### src/rtl/burst_refresh_pkg.sv
package burst_refresh_pkg;

  typedef enum logic [1:0] {
    PEND_HOLD = 2'd0,
    PEND_INC  = 2'd1,
    PEND_DEC  = 2'd2
  } pend_act_e;

  // Chooses what the log does in one cycle. A request together with an
  // accepted done cancels out; a request at the limit is dropped.
  function automatic pend_act_e pick_action(input logic req,
                                            input logic done_ok,
                                            input logic at_limit);
    pend_act_e act;
    if (req && done_ok)        act = PEND_HOLD;
    else if (req && !at_limit) act = PEND_INC;
    else if (done_ok)          act = PEND_DEC;
    else                       act = PEND_HOLD;
    return act;
  endfunction

endpackage

### src/rtl/rfr_tick_divider.sv
module rfr_tick_divider #(
  parameter int DIV_RATIO = 64
) (
  input  logic clk,
  input  logic rst_n,
  input  logic tick,
  output logic req
);
  localparam int CW = (DIV_RATIO > 1) ? $clog2(DIV_RATIO) : 1;
  localparam logic [CW-1:0] LAST = CW'(DIV_RATIO - 1);

  logic [CW-1:0] phase_q;
  logic          wrap;

  assign wrap = (phase_q == LAST);
  assign req  = tick && wrap;

  always_ff @(posedge clk) begin
    if (!rst_n) begin
      phase_q <= '0;
    end else if (tick) begin
      phase_q <= wrap ? '0 : phase_q + CW'(1);
    end
  end
endmodule

### src/rtl/rfr_pending_log.sv
module rfr_pending_log
  import burst_refresh_pkg::*;
#(
  parameter int MAX_PENDING = 128,
  parameter int PW          = $clog2(MAX_PENDING + 1)
) (
  input  logic          clk,
  input  logic          rst_n,
  input  logic          req,
  input  logic          done,
  output logic          done_ok,
  output logic          pending,
  output logic [PW-1:0] count
);
  localparam logic [PW-1:0] LIMIT = PW'(MAX_PENDING);

  logic      at_limit;
  logic      owes;
  pend_act_e act;

  assign owes     = (count != '0);
  assign at_limit = (count == LIMIT);
  assign done_ok  = done && (owes || req);
  assign act      = pick_action(req, done_ok, at_limit);
  assign pending  = owes;

  always_ff @(posedge clk) begin
    if (!rst_n) begin
      count <= '0;
    end else begin
      unique case (act)
        PEND_INC: count <= count + PW'(1);
        PEND_DEC: count <= count - PW'(1);
        default:  count <= count;
      endcase
    end
  end
endmodule

### src/rtl/rfr_row_counter.sv
module rfr_row_counter #(
  parameter int ADDR_W = 10
) (
  input  logic              clk,
  input  logic              rst_n,
  input  logic              step,
  output logic [ADDR_W-1:0] row
);
  always_ff @(posedge clk) begin
    if (!rst_n) begin
      row <= '1;
    end else if (step) begin
      row <= row + ADDR_W'(1);
    end
  end
endmodule

### src/rtl/burst_refresh_tracker.sv
module burst_refresh_tracker #(
  parameter int DIV_RATIO   = 64,
  parameter int MAX_PENDING = 128,
  parameter int ADDR_W      = 10
) (
  input  logic                               clk,
  input  logic                               rst_n,
  input  logic                               rfclk_tick,
  input  logic                               refresh_done,
  output logic                               refresh_pending,
  output logic [ADDR_W-1:0]                  refresh_row,
  output logic [$clog2(MAX_PENDING+1)-1:0]   pending_count
);
  localparam int PW = $clog2(MAX_PENDING + 1);

  // Internal events, named so the bound checker can see them.
  logic div_req;
  logic done_ok;

  rfr_tick_divider #(.DIV_RATIO(DIV_RATIO)) u_div (
    .clk  (clk),
    .rst_n(rst_n),
    .tick (rfclk_tick),
    .req  (div_req)
  );

  rfr_pending_log #(.MAX_PENDING(MAX_PENDING), .PW(PW)) u_log (
    .clk    (clk),
    .rst_n  (rst_n),
    .req    (div_req),
    .done   (refresh_done),
    .done_ok(done_ok),
    .pending(refresh_pending),
    .count  (pending_count)
  );

  rfr_row_counter #(.ADDR_W(ADDR_W)) u_row (
    .clk  (clk),
    .rst_n(rst_n),
    .step (done_ok),
    .row  (refresh_row)
  );
endmodule

### config.mk
export PLATFORM = sky130hd
export DESIGN_NAME = burst_refresh_tracker
export DESIGN_NICKNAME = d
export VERILOG_FILES = /design/src/rtl/burst_refresh_pkg.sv /design/src/rtl/rfr_tick_divider.sv /design/src/rtl/rfr_pending_log.sv /design/src/rtl/rfr_row_counter.sv /design/src/rtl/burst_refresh_tracker.sv
export SDC_FILE = /design/constraint.sdc
export NUM_CORES = 1
export LEC_CHECK = 0
export BUFFER_PORTS_ARGS = -buffer_cell sky130_fd_sc_hd__buf_4
export CORE_MARGIN = 4
export CORE_UTILIZATION = 55
export CTS_CLUSTER_SIZE = 24
export DETAILED_ROUTE_END_ITERATION = 7
export PLACE_DENSITY = 0.78
export SYNTH_ARGS = -nofsm -noshare
export SYNTH_HDL_FRONTEND = slang
export SYNTH_HIERARCHICAL = 1
export SYNTH_SLANG_ARGS = --single-unit
### constraint.sdc
create_clock -name clk -period 4 [get_ports clk]
set_input_delay 0.2 -clock clk [delete_from_list [all_inputs] [get_ports clk]]
set_output_delay 0.2 -clock clk [all_outputs]
set_load 0.02 [all_outputs]
Word-level counts from Yosys, hierarchy flattened:

Cells that the tools add are included.

* add/subtract/negate cells: 4
* $mul: 0
* div/mod/pow operators: 0
* magnitude comparators: 0
* equal/unequal tests: 4
* shift-type cells: 0
* mux-type cells: 5
* bitwise logic cells: 0
* reductions and logical operators: 8

Operator list (number)
* 8-bit case mux with 2 select lines: 1
* 10-bit by 1-bit adder with 10-bit output (second input constant): 1
* 8-bit by 1-bit adder with 8-bit output (second input constant): 1
* 8-bit equality test (second input constant): 1
* 8-bit nonzero test: 1
* 8-bit by 1-bit subtractor with 8-bit output (second input constant): 1
* 6-bit by 1-bit adder with 6-bit output (second input constant): 1
* 6-bit equality test (second input constant): 1
* 2-bit 2-to-1 mux: 3
* 6-bit 2-to-1 mux: 1
* 1-bit logical AND: 4
* 2-bit by 1-bit equality test with 1-bit output (second input constant): 1
* 2-bit equality test (second input constant): 1
* 2-bit nonzero test: 1
* 1-bit zero test: 1
* 1-bit logical OR: 1

* flip-flop bits (word level): 24
* latch bits: 0
* RAM bits: 0
* memory bits (read-only): 0
* memories: 0

Logic depth before layout (Yosys ltp):

* depth after elaboration: 9
* mapped depth: 12

Cells and area by module:

Netlist, hierarchy kept.

Modules (own cells, without submodules)
* rfr_pending_log: instances 1, cells each 70, area an instance 635.6 um2, seq. area each 160.2 um2
* rfr_row_counter: instances 1, cells each 47, area an instance 440.4 um2, seq. area each 200.2 um2
* rfr_tick_divider: instances 1, cells each 27, area an instance 262.8 um2, seq. area each 120.1 um2

Worst setup path after synthesis:

Ideal clock, no wire load.

* path kind: reg-to-reg
* start point: register u_div.phase_q[0]
* end point: register u_log.count[7]
* arrival: 2.729 ns
* slack: 1.157 ns
* stages on the path, launching flop included: 12
* path buffers: 0
* clock period less this slack: 2.843 ns
* path through: dfxtp_1 -> ha_1 -> nand4_1 -> nor2_1 -> nand2b_1 -> a31oi_2 -> ha_1 -> o211ai_1 -> o21a_1 -> o21ai_0 -> mux4_2 -> and2_1

* cells in the longest elaborated chain, start to end: 9
* elaborated cells on any way between the ends: 13

RTL lines
* from (decl): line rfr_tick_divider.sv:12 `logic [CW-1:0] phase_q;`
* from (signal assigned): line rfr_tick_divider.sv:22 `phase_q <= wrap ? '0 : phase_q + CW'(1);`
* 6-bit equality test (*): line rfr_tick_divider.sv:15 `assign wrap = (phase_q == LAST);`
* 1-bit logical AND (*): line rfr_tick_divider.sv:16 `assign req = tick && wrap;`
* via div_req: line burst_refresh_tracker.sv:17 `logic div_req;`
* 1-bit logical OR: line rfr_pending_log.sv:23 `assign done_ok = done && (owes || req);`
* 1-bit logical AND: line rfr_pending_log.sv:23
* 2-bit 2-to-1 mux: line burst_refresh_pkg.sv:17 `else if (done_ok) act = PEND_DEC;`
* 2-bit 2-to-1 mux: line burst_refresh_pkg.sv:16 `else if (req && !at_limit) act = PEND_INC;`
* 2-bit 2-to-1 mux (*): line burst_refresh_pkg.sv:15 `if (req && done_ok) act = PEND_HOLD;`
* 2-bit equality test or 2-bit by 1-bit equality test with 1-bit output (tied branches): line rfr_pending_log.sv:31 `unique case (act)`
* 8-bit case mux with 2 select lines or 2-bit nonzero test (tied branches)
* to (signal assigned): line rfr_pending_log.sv:32 `PEND_INC: count <= count + PW'(1);`
* to (signal assigned): line rfr_pending_log.sv:33 `PEND_DEC: count <= count - PW'(1);`
* to (signal assigned): line rfr_pending_log.sv:34 `default: count <= count;`
* to (decl): line rfr_pending_log.sv:13 `output logic [PW-1:0] count`

Mark *: on every way through the listed nets, which the timed path passes. The rest lies on a longest branch.
A chain may end at the register's enable or synchronous reset.

Worst setup path after layout:

Same ends and word-level chain as after synthesis.

==> impl_metrics.json <==
{
  "status": "completed",
  "hold_buffers": 0,
  "htreeDepth": 1,
  "syn_area_um2": 1340,
  "max_stage_delay_ns": 0.53,
  "final_area_um2": 1550,
  "arrival_ns": 3.38,
  "finalHoldViolations": 0,
  "seqPwrFrac_pct": 33.7,
  "hp-class": "primary input to flop",
  "rsz0062_at_grt": "no",
  "synth-async-reset-ratio_pct": 0,
  "fin_crit_ns": 3.15,
  "yosysSeqAreaShare_pct": 35.9,
  "antenna_found_initial": 0,
  "insertedDiodeCount": 0,
  "worstPathCellList": "ha_1 -> nand4_1 -> nor2_1 -> nand2b_1 -> a31oi_2 -> ha_1 -> o211ai_1 -> o21a_1 -> o21ai_0 -> mux4_2 -> and2_1",
  "p_per_area_nw_per_um2": 747,
  "grt_max_degree": 19,
  "clockBufferDepth": 2,
  "synth_top_cells_by_count": "dfxtp_1, nand2_1, nor2_1",
  "dpl.hpwl_um": 2050,
  "place_congestion": 0.849,
  "dr.pass1.iters": 4,
  "maxSlewHeadroom_pct": 57.0,
  "numPlacedInstances": 192,
  "grt-ovfl-total": 0,
  "cts.sinks": 24,
  "fin_cells": 195,
  "ys_warn_count": 6,
  "fin_nets": 182,
  "critPathLaunchType": "flop",
  "yosys.cell_types.count": 40,
  "combPwrFrac_pct": 57.3,
  "routedWlPerCell_um": 13.8,
  "drtIter0Drc": 18,
  "finalMaxSlewViolations": 0,
  "yosys.area.top_type_share_pct": 35.9,
  "grt_pass1_vias": 1044,
  "endpoint_kind": "flop",
  "num_rows": 17,
  "die_h_um": 57.3,
  "clock_latency_ns": 0.31,
  "cts_buffers": 3,
  "skew_ns": 0.00420,
  "total_power_mw": 1.16,
  "syn-instance-count": 144,
  "start_util_pct": 59.4,
  "synthFlopType": "dfxtp_1",
  "worst_pin_slew_ns": 0.639,
  "ios": 23,
  "ys_seq_elements": 24,
  "crit_type": "flop to flop",
  "setup_tns_ns": 0,
  "total_leakage_power_nw": 0.653,
  "crit_family": "compound AO/OA/AOI/OAI gates",
  "postRouteAntennaNets": 0,
  "switchingPower_uw": 523,
  "via_per_inst": 5.65,
  "cts_setup_buffers": 0,
  "yosysMostFrequentCell": "dfxtp_1",
  "ir_drop_v": 0.000483,
  "io_buffers": 22,
  "root_buffer": "clkbuf_4",
  "worst_ep_required_time_ns": 4.22,
  "p_int_uw": 635,
  "setup_viol": 0,
  "synth.avg_cell_area_um2": 9.30,
  "ys_top_cells_by_area": "dfxtp_1, ha_1, xnor2_1, mux2i_1, nand2_1",
  "dieWidth_um": 57.3,
  "cap_violations": 0,
  "synth_top_area_cell": "dfxtp_1",
  "cp.buffers_inverters": 0,
  "cts_tree": "yes",
  "synth_nets": 157,
  "area_growth_syn_to_layout_pct": 15.8,
  "fmax_mhz": 317,
  "core_um2": 2250,
  "wirelength_um": 2690,
  "path_clk_slew_ns": 0.12,
  "path_max_fanout": 8,
  "drc_errors": 0,
  "grt_first_pass_wirelength_um": 4650,
  "cts_resized": 0,
  "cp_common_cell": "ha_1",
  "cpMaxStageDelayCell": "mux4_2",
  "vias": 1101,
  "fp.dieArea_um2": 3290,
  "min_period_over_period_pct": 78.8,
  "grtUsageTotal_pct": 18.0,
  "clock_power_share_pct": 9.0,
  "synth_edf_count": 0,
  "sw_frac_of_total_pct": 45.2,
  "placed_area_um2": 1530,
  "layout-drive-gt1-share_pct": 22.2
}
## path summary, 6_finish.rpt
path	start	to	slack, ns	cells past startpoint
max	u_div/phase_q[0]	u_log/count[7]	0.85	11
min	rst_n	u_row/row[1]	0.16	2
max reg2reg	u_div/phase_q[0]	u_log/count[7]	0.85	11
min reg2reg	u_row/row[9]	u_row/row[9]	0.52	2
## state kept, by name, summed over array words and instances (netlist names)
name / flops
u_div/phase_q: 6
u_log/count: 8
u_row/row: 10
## cell families (layout without fill, tap and decap cells)
kind of cell	after synthesis	count (layout)	share of synthesized area [%]
simple gates	55	55	23.3
compound gates	30	30	16.0
flops	24	24	35.9
xor+xnor	11	11	7.20
fa+ha+maj	9	9	8.97
buf+inv	8	31	2.52
mux	7	7	6.17
## cells in the final DEF (no fill, tap or decap), drive strengths merged
master   Yosys  layout
nor3         1       1
nor4b        1       1
o31ai        2       2
nor4         1       1
o211ai       1       1
ha           8       8
xnor2        8       8
o21a         3       3
fa           1       1
mux4         1       1
o31a         1       1
and3         1       1
a2111oi      1       1
and2         3       3
or4          2       2
nand2b       1       1
a21oi        8       8
buf          1      22
o21ai        9       9
nand2       15      15
nand4        6       6
dfxtp       24      24
a311o        1       1
or3          4       4
nand3        7       7
xor2         3       3
a21o         1       1
nor2b        4       4
a211oi       2       2
a31oi        1       1
inv          6       6
mux2i        6       6
clkbuf       1       3
nor2         9       9
## layout make-up
| class | instances | area [µm²] |
|---|---|---|
| timing repair buffer | 22 | 165 |
| clock buffer | 3 | 22.5 |
| tap | 28 | 35.0 |
| multi-input combinational | 112 | 825 |
| fill | 186 | 704 |
| inverter | 6 | 22.5 |
| sequential | 24 | 480 |
## power groups by stage
stage / clock, mW / combinational, mW / sequential (mW)
6_report: 0.104 / 0.663 / 0.390
5_1_grt: 0.116 / 0.731 / 0.405
4_1_cts: 0.109 / 0.663 / 0.391
3_5_place_dp: 0 / 0.661 / 0.396
3_3_place_gp: 0 / 0.642 / 0.391
2_1_floorplan: 0 / 0.404 / 0.458
## layer usage
layer	global-route usage [%]	vias up	routed length (µm)
li1	-	570	-
met1	22.1	512	1230
met2	30.3	15	1320
met3	4.52	4	100
met4	6.95	0	43
met5	0	-	0
## through the flow
step / hold WS [ns] / util [%] / setup slack, ns
after floorplan: 0.322 / - / 1.16
after global placement: 0.476 / 67.8 / 1.01
after detailed placement: 0.484 / 67.8 / 0.902
after CTS: 0.147 / 68.8 / 0.870
after global routing: 0.150 / 68.8 / 0.628
final: 0.156 / 68.8 / 0.846
No activity file was read; power rests on OpenSTA's default activity.
